[src/rtl/pin_event_pkg.sv]
// Shared definitions for the pin event detector.
// Assumes the trigger kind is formed as {level_sel, invert}.
package pin_event_pkg;

    typedef enum logic [1:0] {
        TRIG_RISE = 2'b00,
        TRIG_FALL = 2'b01,
        TRIG_LOW  = 2'b10,
        TRIG_HIGH = 2'b11
    } trig_kind_e;

    // Decide whether a pin's current and previous level form an event of kind k.
    function automatic logic event_hit(input trig_kind_e k, input logic now_lvl,
                                       input logic was_lvl);
        logic hit;
        case (k)
            TRIG_RISE: hit = now_lvl & ~was_lvl;
            TRIG_FALL: hit = ~now_lvl & was_lvl;
            TRIG_LOW:  hit = ~now_lvl;
            default:   hit = now_lvl;
        endcase
        return hit;
    endfunction

endpackage

[src/rtl/pin_event_detect.sv]
// Per-pin event detection.
// Keeps the previous sampled level of every pin and flags one-cycle events
// per the pin's trigger kind. Gated pins (not owned, not GPIO, sensing off)
// flag nothing. The history register follows the pin during reset too, so a
// level held through reset is not seen as an edge afterwards.
module pin_event_detect #(
    parameter int NUM_PINS = 95
) (
    input  logic                clk,
    input  logic [NUM_PINS-1:0] pin_level,
    input  logic [NUM_PINS-1:0] level_sel,
    input  logic [NUM_PINS-1:0] invert,
    input  logic [NUM_PINS-1:0] sense_off,
    input  logic [NUM_PINS-1:0] owned,
    input  logic [NUM_PINS-1:0] gpio_mode,
    output logic [NUM_PINS-1:0] event_vec
);
    import pin_event_pkg::*;

    for (genvar i = 0; i < NUM_PINS; i++) begin : g_pin
        logic prev_q;
        logic qual;

        // Track the level seen one clock earlier.
        always_ff @(posedge clk) begin
            prev_q <= pin_level[i];
        end

        // Only host-owned GPIO pins with sensing on may raise events.
        assign qual = owned[i] & gpio_mode[i] & ~sense_off[i];

        // Decode the trigger kind into an event for this cycle.
        assign event_vec[i] = qual & event_hit(trig_kind_e'({level_sel[i], invert[i]}),
                                               pin_level[i], prev_q);
    end

endmodule

[src/rtl/pin_status_bank.sv]
// Sticky per-pin status bits.
// Set by events, cleared by a clear mask; an event outranks a clear on the
// same edge.
module pin_status_bank #(
    parameter int NUM_PINS = 95
) (
    input  logic                clk,
    input  logic                rst_n,
    input  logic [NUM_PINS-1:0] event_vec,
    input  logic [NUM_PINS-1:0] clr_vec,
    output logic [NUM_PINS-1:0] status_vec
);

    // Clear first, then merge new events so they win.
    always_ff @(posedge clk) begin
        if (!rst_n) status_vec <= '0;
        else        status_vec <= (status_vec & ~clr_vec) | event_vec;
    end

endmodule

[src/rtl/pin_enable_bank.sv]
// Per-pin interrupt enable bits, written one WORD_W-bit word at a time.
// A word index with no pins behind it writes nothing.
module pin_enable_bank #(
    parameter int NUM_PINS = 95,
    parameter int WORD_W   = 32,
    parameter int WIDX_W   = 2
) (
    input  logic                clk,
    input  logic                rst_n,
    input  logic                wr_en,
    input  logic [WIDX_W-1:0]   wr_word,
    input  logic [WORD_W-1:0]   wr_data,
    output logic [NUM_PINS-1:0] enable_vec
);
    localparam int NUM_WORDS = (NUM_PINS + WORD_W - 1) / WORD_W;
    localparam int PAD_W     = NUM_WORDS * WORD_W;

    logic [PAD_W-1:0] data_pad;
    logic [PAD_W-1:0] mask_pad;

    // Move the written word and its lane mask to the addressed position.
    always_comb begin
        data_pad = PAD_W'(wr_data) << (wr_word * WORD_W);
        mask_pad = PAD_W'({WORD_W{1'b1}}) << (wr_word * WORD_W);
    end

    // Replace only the addressed lane.
    always_ff @(posedge clk) begin
        if (!rst_n)
            enable_vec <= '0;
        else if (wr_en)
            enable_vec <= (enable_vec & ~mask_pad[NUM_PINS-1:0])
                        | (data_pad[NUM_PINS-1:0] & mask_pad[NUM_PINS-1:0]);
    end

endmodule

[src/rtl/pin_event_irq.sv]
// Top of the GPIO interrupt event detector.
// Detects per-pin events, holds them in write-1-to-clear status, qualifies
// them with an enable bitmap and registers one summary interrupt.
// Assumes pin_level is already synchronized to clk.
module pin_event_irq #(
    parameter int NUM_PINS  = 95,
    parameter int WORD_W    = 32,
    parameter int NUM_WORDS = (NUM_PINS + WORD_W - 1) / WORD_W,
    parameter int WIDX_W    = (NUM_WORDS > 1) ? $clog2(NUM_WORDS) : 1
) (
    input  logic                clk,
    input  logic                rst_n,
    input  logic [NUM_PINS-1:0] pin_level,
    input  logic [NUM_PINS-1:0] level_sel,
    input  logic [NUM_PINS-1:0] invert,
    input  logic [NUM_PINS-1:0] sense_off,
    input  logic [NUM_PINS-1:0] owned,
    input  logic [NUM_PINS-1:0] gpio_mode,
    input  logic                wr_en,
    input  logic                wr_target,
    input  logic [WIDX_W-1:0]   wr_word,
    input  logic [WORD_W-1:0]   wr_data,
    input  logic [WIDX_W-1:0]   rd_word,
    output logic [WORD_W-1:0]   rd_status,
    output logic [WORD_W-1:0]   rd_enable,
    output logic                irq_out
);
    localparam int PAD_W = NUM_WORDS * WORD_W;

    logic [NUM_PINS-1:0] event_vec;
    logic [NUM_PINS-1:0] status_vec;
    logic [NUM_PINS-1:0] enable_vec;
    logic [NUM_PINS-1:0] clr_vec;
    logic [PAD_W-1:0]    clr_pad;
    logic [PAD_W-1:0]    status_pad;
    logic [PAD_W-1:0]    enable_pad;

    pin_event_detect #(.NUM_PINS(NUM_PINS)) i_detect (
        .clk       (clk),
        .pin_level (pin_level),
        .level_sel (level_sel),
        .invert    (invert),
        .sense_off (sense_off),
        .owned     (owned),
        .gpio_mode (gpio_mode),
        .event_vec (event_vec)
    );

    // Turn a status write into a clear mask at the addressed word.
    always_comb begin
        clr_pad = '0;
        if (wr_en && !wr_target)
            clr_pad = PAD_W'(wr_data) << (wr_word * WORD_W);
        clr_vec = clr_pad[NUM_PINS-1:0];
    end

    pin_status_bank #(.NUM_PINS(NUM_PINS)) i_status (
        .clk        (clk),
        .rst_n      (rst_n),
        .event_vec  (event_vec),
        .clr_vec    (clr_vec),
        .status_vec (status_vec)
    );

    pin_enable_bank #(
        .NUM_PINS (NUM_PINS),
        .WORD_W   (WORD_W),
        .WIDX_W   (WIDX_W)
    ) i_enable (
        .clk        (clk),
        .rst_n      (rst_n),
        .wr_en      (wr_en && wr_target),
        .wr_word    (wr_word),
        .wr_data    (wr_data),
        .enable_vec (enable_vec)
    );

    // Word readout; lanes without pins read as zero.
    always_comb begin
        status_pad = PAD_W'(status_vec);
        enable_pad = PAD_W'(enable_vec);
        rd_status  = WORD_W'(status_pad >> (rd_word * WORD_W));
        rd_enable  = WORD_W'(enable_pad >> (rd_word * WORD_W));
    end

    // Summary interrupt: any enabled pending pin, one register stage.
    always_ff @(posedge clk) begin
        if (!rst_n) irq_out <= 1'b0;
        else        irq_out <= |(status_vec & enable_vec);
    end

endmodule

[config.mk]
export PLATFORM = sky130hd
export DESIGN_NAME = pin_event_irq
export DESIGN_NICKNAME = d
export VERILOG_FILES = /design/src/rtl/pin_event_pkg.sv /design/src/rtl/pin_event_detect.sv /design/src/rtl/pin_status_bank.sv /design/src/rtl/pin_enable_bank.sv /design/src/rtl/pin_event_irq.sv
export SDC_FILE = /design/constraint.sdc
export NUM_CORES = 1
export LEC_CHECK = 0
export ABC_AREA = 0
export BUFFER_PORTS_ARGS = -buffer_cell sky130_fd_sc_hd__buf_2
export CORE_AREA = 3 3 261 263
export CTS_CLUSTER_SIZE = 16
export DETAILED_ROUTE_END_ITERATION = 6
export DIE_AREA = 0 0 264 266
export PLACE_DENSITY_LB_ADDON = 0.25
export RECOVER_POWER = 25
export SLEW_MARGIN = 20
export SYNTH_ARGS = -nofsm -noshare
export SYNTH_HDL_FRONTEND = slang
export SYNTH_SLANG_ARGS = --single-unit
export TNS_END_PERCENT = 5
[constraint.sdc]
create_clock -name clk -period 1.62 [get_ports clk]
set_clock_uncertainty 0.2 [all_clocks]
set_input_delay 0.162 -clock clk [delete_from_list [all_inputs] [get_ports clk]]
set_output_delay 0.162 -clock clk [all_outputs]
set_load 0.05 [all_outputs]
==> results of run 1 <==
==> stage by stage <==
step	area (um2)	setup slack, ns
after floorplan	14300	-0.275
after global placement	21400	-0.866
after detailed placement	21400	-0.527
after CTS	28700	-0.315
after global routing	29100	-0.316
final	29100	-0.272
==> per-layer routing <==
metal / track usage / part of all wire / vias to the layer above
li1: - / - / 9128
met3: 0.0425 / 0.056 / 232
met4: 0.100 / 0.047 / 2
met5: 0 / 0.00016 / -
met1: 0.256 / 0.40 / 9234
met2: 0.391 / 0.50 / 783
==> final timing paths <==
check,from,endpoint,depth (start not counted)
worst min-delay path,gpio_mode[40],i_status.status_vec[40]$_SDFF_PN0_,6
worst min register to register,flop,flop,2
worst max-delay path,flop,rd_enable[7],4
worst max register to register,i_status.status_vec[83]$_SDFF_PN0_,irq_out$_SDFF_PN0_,5
==> cells in the final DEF, fill, tap and decap left out, types with 7 or more instances in the layout <==
master	count
a2111oi_4	17
nor3b_1	86
buf_4	187
a21oi_1	190
clkinv_2	10
nor2_1	96
clkbuf_1	68
a22oi_1	34
o21ai_1	10
o21ai_2	39
dfxtp_4	16
diode_2	7
o21ai_4	13
clkbuf_16	41
buf_12	90
dfxtp_1	205
nor3b_2	9
dfxtp_2	65
a2111oi_1	14
buf_6	17
a2111oi_2	58
nand4_1	8
nand2_1	443
mux2i_2	13
mux2i_1	45
dlygate4sd3_1	510
nor3_1	96
and3b_1	95
xor2_1	95
buf_2	545
==> cell families after synthesis <==
logic type / count (synthesis)
AO/OA/AOI/OAI: 395
flip-flops: 286
XOR/XNOR: 95
buffers and inverters: 74
AND/OR/NAND/NOR: 850
multiplexers: 64
==> layout make-up <==
class,count,area [um2]
antenna,7,17.5
tap,864,1080
sequential,286,5870
inverter,1,8.76
clock inverter,21,183
fill,6175,36700
multi-input combinational,1404,9390
clock buffer,50,1090
timing repair buffer,1413,11500
==> where the power goes <==
| group | switching (W) | internal, W |
|---|---|---|
| Clock | 0.00360 | 0.00511 |
| Sequential | 0.000223 | 0.00730 |
| Combinational | 0.00203 | 0.00236 |
| Total | 0.00585 | 0.0148 |
==> worst reg2reg max path, cell delays in order (launching register included) <==
cell and delay [ns]:
dfxtp_4 0.37, buf_12 0.13, a221oi_2 0.36, nand3_1 0.23, nor3_1 0.24, a31oi_1 0.10
==> timing repair <==
action | 4_1_cts | 5_1_grt
hold buffers | 511 | 2
buffers inserted | 4 | 2
gates resized for setup | 263 | 132
pin swaps | 9 | 35
endpoints found under the hold margin | 285 | 35
endpoints found under the setup margin | 131 | 153
==> out/metrics.yaml, run 1 <==
rows: 94
hp-class: "input pin to flop"
antenna_found_initial: 7
fin_ws_ns: -0.272
netlist.area_leader.share: 0.401
fin_setup_tns_ns: -12.20
synth_area_um2: 14300
max_freq_mhz: 528
status: "finished with violations"
crit_chain: "buf_4, mux2i_2, o21ai_2, buf_12"
grt_pass1_wl_um: 120000
critPathRequiredTime_ns: 1.26
async_flop_share: 0
synth_ff_type: "dfxtp_1"
ys_seq_area_frac: 0.401
synth-compound-area-share: 0.173
hpwl_um: 55800
hold_viol: 0
first_iter_violations: 831
synth.most_common_cell: "nand2_1"
gp_congestion: 0.872
synthMuxAreaShare: 0.0448
crit_family: "flip-flops"
worstMarginPinSlew_ns: 0.971
cp.arrival_ns: 1.53
netlist-cell-type-count: 34
synth_top_family_by_area: "simple AND/OR/NAND/NOR gates"
grt_overflow: 0
root_buffer: "clkbuf_16"
yosysTopAreaCell: "dfxtp_1"
critPathCaptureType: "primary output"
crit_type: "flop to primary output"
max-cap-violations: 0
boundaryPins: 675
totalWireLength_um: 81800
fin_util: 0.442
synthAdderAreaFrac: 0
fin_crit_sh: 1.17
vdd_drop_max_v: 0.000555
cts_sinks: 286
drc: 0
ys_warn_count: 0
rrSetupSlack_ns: -0.12
layout_min_cycle_time_ns: 1.89
power_w: 0.0206
synth_area_leaders: "dfxtp_1 40%, nand2_1 12%, a21oi_1 6.7%"
synth-xor-area-share: 0.0582
final_layout_size_suffix_gt1_frac: 0.363
clk_pin_slew_worst_paths_ns: 0.06
numCtsBuffers: 40
layout.nets: 3756
io_buffers: 674
finalSetupViolations: 84
htree_levels: 2
grt_max_degree: 38
avgSynthCellArea_um2: 8.10
clockBufferDepth: 3
place_inst: 3454
power_density_nw_per_um2: 708
final_cells: 4046
whs_ns: 0.0298
vias_per_cell: 4.79
critical-path-max-stage-delay_ns: 0.33
dr_total_vias: 19400
first_pass_iters: 5
area_growth_pct: 104
clock_latency_ns: 0.56
synth_edf_count: 0
cts_tree: "built"
die_width_um: 264
synth_nets: 2374
synth-simple-area-share: 0.296
core-area_um2: 65900
syn_inst: 1764
relSlewSlack: 0.351
ys_seq_elements: 286
slowest_stage: "dfxtp_1"
dieArea_um2: 70200
drv_slew: 0
p_leak_nw: 12.1
grt_pass1_vias: 20600
startpoint_type: "flop"
worstPathMaxFanout: 2
die_y_um: 266
cp_num_buf_inv: 2
violations: "setup timing"
synth_common_cells: "443 x nand2_1, 286 x dfxtp_1, 190 x a21oi_1, 98 x nor2_1, 96 x nor3_1"
rsz0062_at_grt: "true"
avgRoutedWirePerCell_um: 20.2
start_util: 0.217
ant_nets: 0
grt_use_total: 0.220
No activity file was read; power rests on OpenSTA's default activity.
==> run 2, diff against run 1 <==
--- a/config.mk
+++ b/config.mk
@@ -12,8 +12,6 @@
 export DETAILED_ROUTE_END_ITERATION = 6
 export DIE_AREA = 0 0 264 266
 export PLACE_DENSITY_LB_ADDON = 0.25
-export RECOVER_POWER = 25
-export SLEW_MARGIN = 20
 export SYNTH_ARGS = -nofsm -noshare
 export SYNTH_HDL_FRONTEND = slang
 export SYNTH_SLANG_ARGS = --single-unit
==> out/metrics.yaml, run 2 (synthesis results as in run 1) <==
status: "finished with violations"
violations: "setup timing"
fillCellCount: 6160
p_seq_frac: 0.349
r2r_end: "irq_out$_SDFF_PN0_"
p_leak_nw: 12.4
seq_area_um2: 5870
worstRegToRegCells: 5
slowest_stage: "dfxtp_1"
numCtsBuffers: 40
first_iter_violations: 856
crit_type: "flop to primary output"
swShare: 0.269
first_pass_iters: 5
core-area_um2: 65900
root_buffer: "clkbuf_16"
rrSetupSlack_ns: -0.07
layout.nets: 3758
vias_per_cell: 4.83
grt_pass1_vias: 20900
multi_input_area_um2: 9490
cts_sinks: 286
rows: 94
crit_chain: "mux2i_1, o21ai_1, buf_12"
start_util: 0.217
cp_num_buf_inv: 1
gp_congestion: 0.872
netSwitchingPower_w: 0.00580
io_buffers: 674
die_y_um: 266
ant_nets: 0
cp_num_cells: 3
boundaryPins: 675
hold_viol: 0
dr_total_vias: 19500
hold_path_end: "i_status.status_vec[22]$_SDFF_PN0_"
max-cap-violations: 0
rsz0062_at_grt: "true"
hpwl_um: 55800
htree_levels: 2
final_common_cell: "buf_2"
pwr-share-clk: 0.445
holdPathStages: 5
fin_setup_tns_ns: -11.12
comb_power_share: 0.206
die_width_um: 264
p_int_w: 0.0157
grt_use_total: 0.222
final_cells: 4046
fin_ws_ns: -0.256
place_inst: 3455
drv_slew: 0
dieArea_um2: 70200
cts_tree: "built"
whs_ns: 0.0362
worstHoldStart: "rst_n"
totalWireLength_um: 82900
area_growth_pct: 106
relSlewSlack: 0.329
grt_pass1_wl_um: 121000
power_w: 0.0215
startpoint_type: "flop"
grt_max_degree: 38
vdd_drop_max_v: 0.000687
final_cell_mix: "609 x buf_2, 506 x dlygate4sd3_1, 443 x nand2_1"
clock_latency_ns: 0.55
worstMarginPinSlew_ns: 1.01
power_density_nw_per_um2: 732
drc: 0
rr_startpoint: "i_status.status_vec[29]$_SDFF_PN0_"
cp.arrival_ns: 1.51
worstPathMaxFanout: 3
critPathRequiredTime_ns: 1.26
critPathCaptureType: "primary output"
avgRoutedWirePerCell_um: 20.5
antenna_found_initial: 6
grt_overflow: 0
crit_family: "flip-flops"
fin_crit_sh: 1.16
layout_min_cycle_time_ns: 1.88
critical-path-max-stage-delay_ns: 0.41
hp-class: "input pin to flop"
final_layout_size_suffix_gt1_frac: 0.388
max_freq_mhz: 533
clk_pin_slew_worst_paths_ns: 0.06
clockBufferDepth: 3
finalSetupViolations: 65
-- run 2: changes by cell type in the layout (fill, tap and decap cells not counted), sizes merged --
cell and change:
dlygate4sd3 -4, inv -4, diode -2, clkinv -2
clkbuf -59, buf +69, clkinvlp -3, bufinv +5
-- run 2: routing by layer --
metal,wire [um],vias up,GRT usage
met2,41200,836,0.398
met4,4210,4,0.106
met5,27,-,0
met1,32500,9296,0.253
met3,4990,265,0.0436
li1,-,9143,-
-- run 2: power by group through the flow --
| stage | combinational (W) | sequential [W] | clock [W] |
|---|---|---|---|
| 6_report | 0.00444 | 0.00752 | 0.00958 |
| 5_1_grt | 0.00474 | 0.00755 | 0.0101 |
| 4_1_cts | 0.00421 | 0.00752 | 0.00989 |
| 3_5_place_dp | 0.00296 | 0.00768 | 0 |
| 3_3_place_gp | 0.00289 | 0.00767 | 0 |
| 2_1_floorplan | 0.00112 | 0.00759 | 0 |
-- run 2: worst max path at each step --
stage	end	slack (ns)
after floorplan	rd_status[15]	-0.27
after global placement	i_status.status_vec[54]$_SDFF_PN0_	-0.87
after detailed placement	i_status.status_vec[72]$_SDFF_PN0_	-0.69
after CTS	rd_status[24]	-0.28
after global routing	rd_status[24]	-0.30
final	rd_enable[20]	-0.26
-- run 2: worst reg2reg max path, cell delays in order, from the launching register on --
cell and delay (ns):
dfxtp_2 0.32, a22o_1 0.25, a221oi_2 0.24, nand3_1 0.24
nor3_2 0.22, a31oi_1 0.10
-- run 2: repair_timing --
item	CTS	global route
hold buffers	509	0
gates resized for setup	289	128
cloned	0	0
setup endpoints to repair	135	149
pin swaps	12	38
hold endpoints to repair	285	0
setup buffers	8	5
-- run 2: final cells by class --
type                            count  area share
Timing Repair Buffer             1415       0.393
Inverter                            1    0.000298
Multi-Input combinational cell   1404       0.322
Tap cell                          864      0.0367
Clock inverter                     17     0.00901
Clock buffer                       54      0.0389
Sequential cell                   286       0.200
Antenna cell                        5    0.000425
-- run 2: through the flow --
stage                     instance area, um2  worst slack, ns   util
after global placement                 21400           -0.866  0.324
after detailed placement               21400           -0.694  0.324
after CTS                              28900           -0.285  0.438
after global routing                   29400           -0.302  0.447
final                                  29400           -0.256  0.447
after floorplan                        14300           -0.275      -
==> run 3, diff against run 2 <==
--- a/config.mk
+++ b/config.mk
@@ -7,10 +7,10 @@
 export LEC_CHECK = 0
 export ABC_AREA = 0
 export BUFFER_PORTS_ARGS = -buffer_cell sky130_fd_sc_hd__buf_2
-export CORE_AREA = 3 3 261 263
+export CORE_AREA = 3 3 265 267
 export CTS_CLUSTER_SIZE = 16
 export DETAILED_ROUTE_END_ITERATION = 6
-export DIE_AREA = 0 0 264 266
+export DIE_AREA = 0 0 268 270
 export PLACE_DENSITY_LB_ADDON = 0.25
 export SYNTH_ARGS = -nofsm -noshare
 export SYNTH_HDL_FRONTEND = slang
==> constraint.sdc (replaced) <==
create_clock -name clk -period 2.4 [get_ports clk]
set_clock_uncertainty 0.2 [all_clocks]
set_input_delay 0.24 -clock clk [delete_from_list [all_inputs] [get_ports clk]]
set_output_delay 0.24 -clock clk [all_outputs]
set_load 0.05 [all_outputs]
==> out/metrics.yaml, run 3 (synthesis results as in run 1) <==
status: "finished, final reports clean"
start_util: 0.209
max_freq_mhz: 444
place_inst: 3288
netSwitchingPower_w: 0.00363
worstRegToRegCells: 6
grt_pass1_vias: 17800
critPathRequiredTime_ns: 2.71
layout_min_cycle_time_ns: 2.25
swShare: 0.259
rows: 96
worstPathMaxFanout: 4
vdd_drop_max_v: 0.000424
rrSetupSlack_ns: 0.22
fillCellCount: 6943
avgRoutedWirePerCell_um: 20.1
grt_max_degree: 111
rr_startpoint: "i_detect.g_pin[86].prev_q$_DFF_P_"
core-area_um2: 68300
holdPathStages: 5
clock_latency_ns: 0.56
totalWireLength_um: 73700
area_growth_pct: 70.5
crit_start: "pin_level[86]"
max-cap-violations: 0
final_layout_size_suffix_gt1_frac: 0.284
seq_area_um2: 5730
placed_cell_area_um2: 19800
io_buffers: 674
first_iter_violations: 948
final_cells: 3675
final_common_cell: "buf_2"
hold_path_end: "i_status.status_vec[63]$_SDFF_PN0_"
fin_ws_ns: 0.150
comb_power_share: 0.154
dieArea_um2: 72400
multi_input_area_um2: 8220
relSlewSlack: 0.212
slowest_stage: "a2111oi_1"
fin_crit_sh: 0.937
grt_overflow: 0
boundaryPins: 675
ant_nets: 0
cts_tree: "built"
drv_slew: 0
dp_slack_ns: 0.151
root_buffer: "clkbuf_16"
critical-path-max-stage-delay_ns: 0.66
fin_util: 0.357
critPathCaptureType: "flop"
finalSetupViolations: 0
die_y_um: 270
final_cell_mix: "609 x buf_2, 443 x nand2_1, 308 x dlygate4sd3_1"
hpwl_um: 55700
p_int_w: 0.0104
grt_pass1_wl_um: 106000
grt_use_total: 0.194
vias_per_cell: 4.69
htree_levels: 2
numCtsBuffers: 42
p_seq_frac: 0.364
power_density_nw_per_um2: 576
first_pass_iters: 5
crit_top_cell: "dlygate4sd3_1"
worstHoldStart: "sense_off[63]"
antenna_found_initial: 6
rsz0062_at_grt: "false"
layout.nets: 3368
die_width_um: 268
fin_area_um2: 24400
p_leak_nw: 10.5
hold_viol: 0
startpoint_type: "input pin"
worstMarginPinSlew_ns: 1.15
gp_congestion: 0.872
cts_sinks: 286
dr_total_vias: 17200
cp.arrival_ns: 2.56
hp-class: "input pin to flop"
fin_setup_tns_ns: 0
r2r_end: "i_status.status_vec[86]$_SDFF_PN0_"
crit_chain: "dlygate4sd3_1, buf_2, and3b_1, nor3_1, a2111oi_1, a21oi_1, nor2_1, dlygate4sd3_1"
drc: 0
clk_pin_slew_worst_paths_ns: 0.06
pwr-share-clk: 0.482
clockBufferDepth: 3
crit_type: "input pin to flop"
==> run 3: cell types whose count changed in the layout (fill, tap and decap cells not counted), moves of 17 or more <==
cell,delta
a2111oi_0,+85
a2111oi_2,-58
a2111oi_4,-17
buf_12,-21
buf_4,-155
buf_6,-17
dfxtp_1,+83
dfxtp_2,-66
dfxtp_4,-17
dlygate4sd3_1,-198
mux2i_1,+22
o21ai_0,+62
o21ai_2,-41
==> run 3: what timing repair did <==
action / 4_1_cts / 5_1_grt
endpoints found under the setup margin: 0 / 3
buffers inserted: 0 / 0
resized for setup: 0 / 3
endpoints found under the hold margin: 285 / 0
hold buffers: 308 / 0
==> run 3: stage by stage <==
step	hold WS [ns]	power, W
2_1_floorplan	0.0677	0.00587
3_3_place_gp	0.182	0.00696
3_5_place_dp	0.190	0.00702
4_1_cts	0.00449	0.0143
5_1_grt	0.0266	0.0146
6_report	0.0123	0.0140
==> run 3: power groups by stage <==
stage / registers (W) / clock network (W) / logic [W]
floorplan: 0.00512 / 0 / 0.000748
global placement: 0.00520 / 0 / 0.00176
detailed placement: 0.00521 / 0 / 0.00181
CTS: 0.00511 / 0.00700 / 0.00217
global route: 0.00513 / 0.00715 / 0.00236
finish: 0.00511 / 0.00676 / 0.00216
==> run 3: critical path: cells and delay by family <==
kind / cells / cell delay [ns]
AND/OR/NAND/NOR: 3 / 0.35
AO/OA/AOI/OAI: 2 / 0.74
buffers and inverters: 3 / 1.23
==> run 3: per-layer routing <==
layer	share of wire	GRT usage
met1	0.42	0.235
met2	0.48	0.333
met3	0.067	0.0398
met4	0.038	0.0769
met5	0.00042	0
==> run 3: layout make-up <==
class | count | share of cell area
multi-input combinational | 1404 | 0.337
timing repair buffer | 1023 | 0.320
sequential | 286 | 0.235
clock buffer | 60 | 0.0522
tap | 882 | 0.0453
clock inverter | 15 | 0.00965
antenna | 4 | 0.000411
inverter | 1 | 0.000359
==> run 3: how the worst max path moves through the flow <==
stage                                         end  cells past startpoint
2_1_floorplan                       rd_enable[10]                      4
3_3_place_gp   i_status.status_vec[63]$_SDFF_PN0_                      7
3_5_place_dp   i_status.status_vec[81]$_SDFF_PN0_                      7
4_1_cts        i_status.status_vec[86]$_SDFF_PN0_                      8
5_1_grt        i_status.status_vec[86]$_SDFF_PN0_                      8
6_report       i_status.status_vec[86]$_SDFF_PN0_                      8
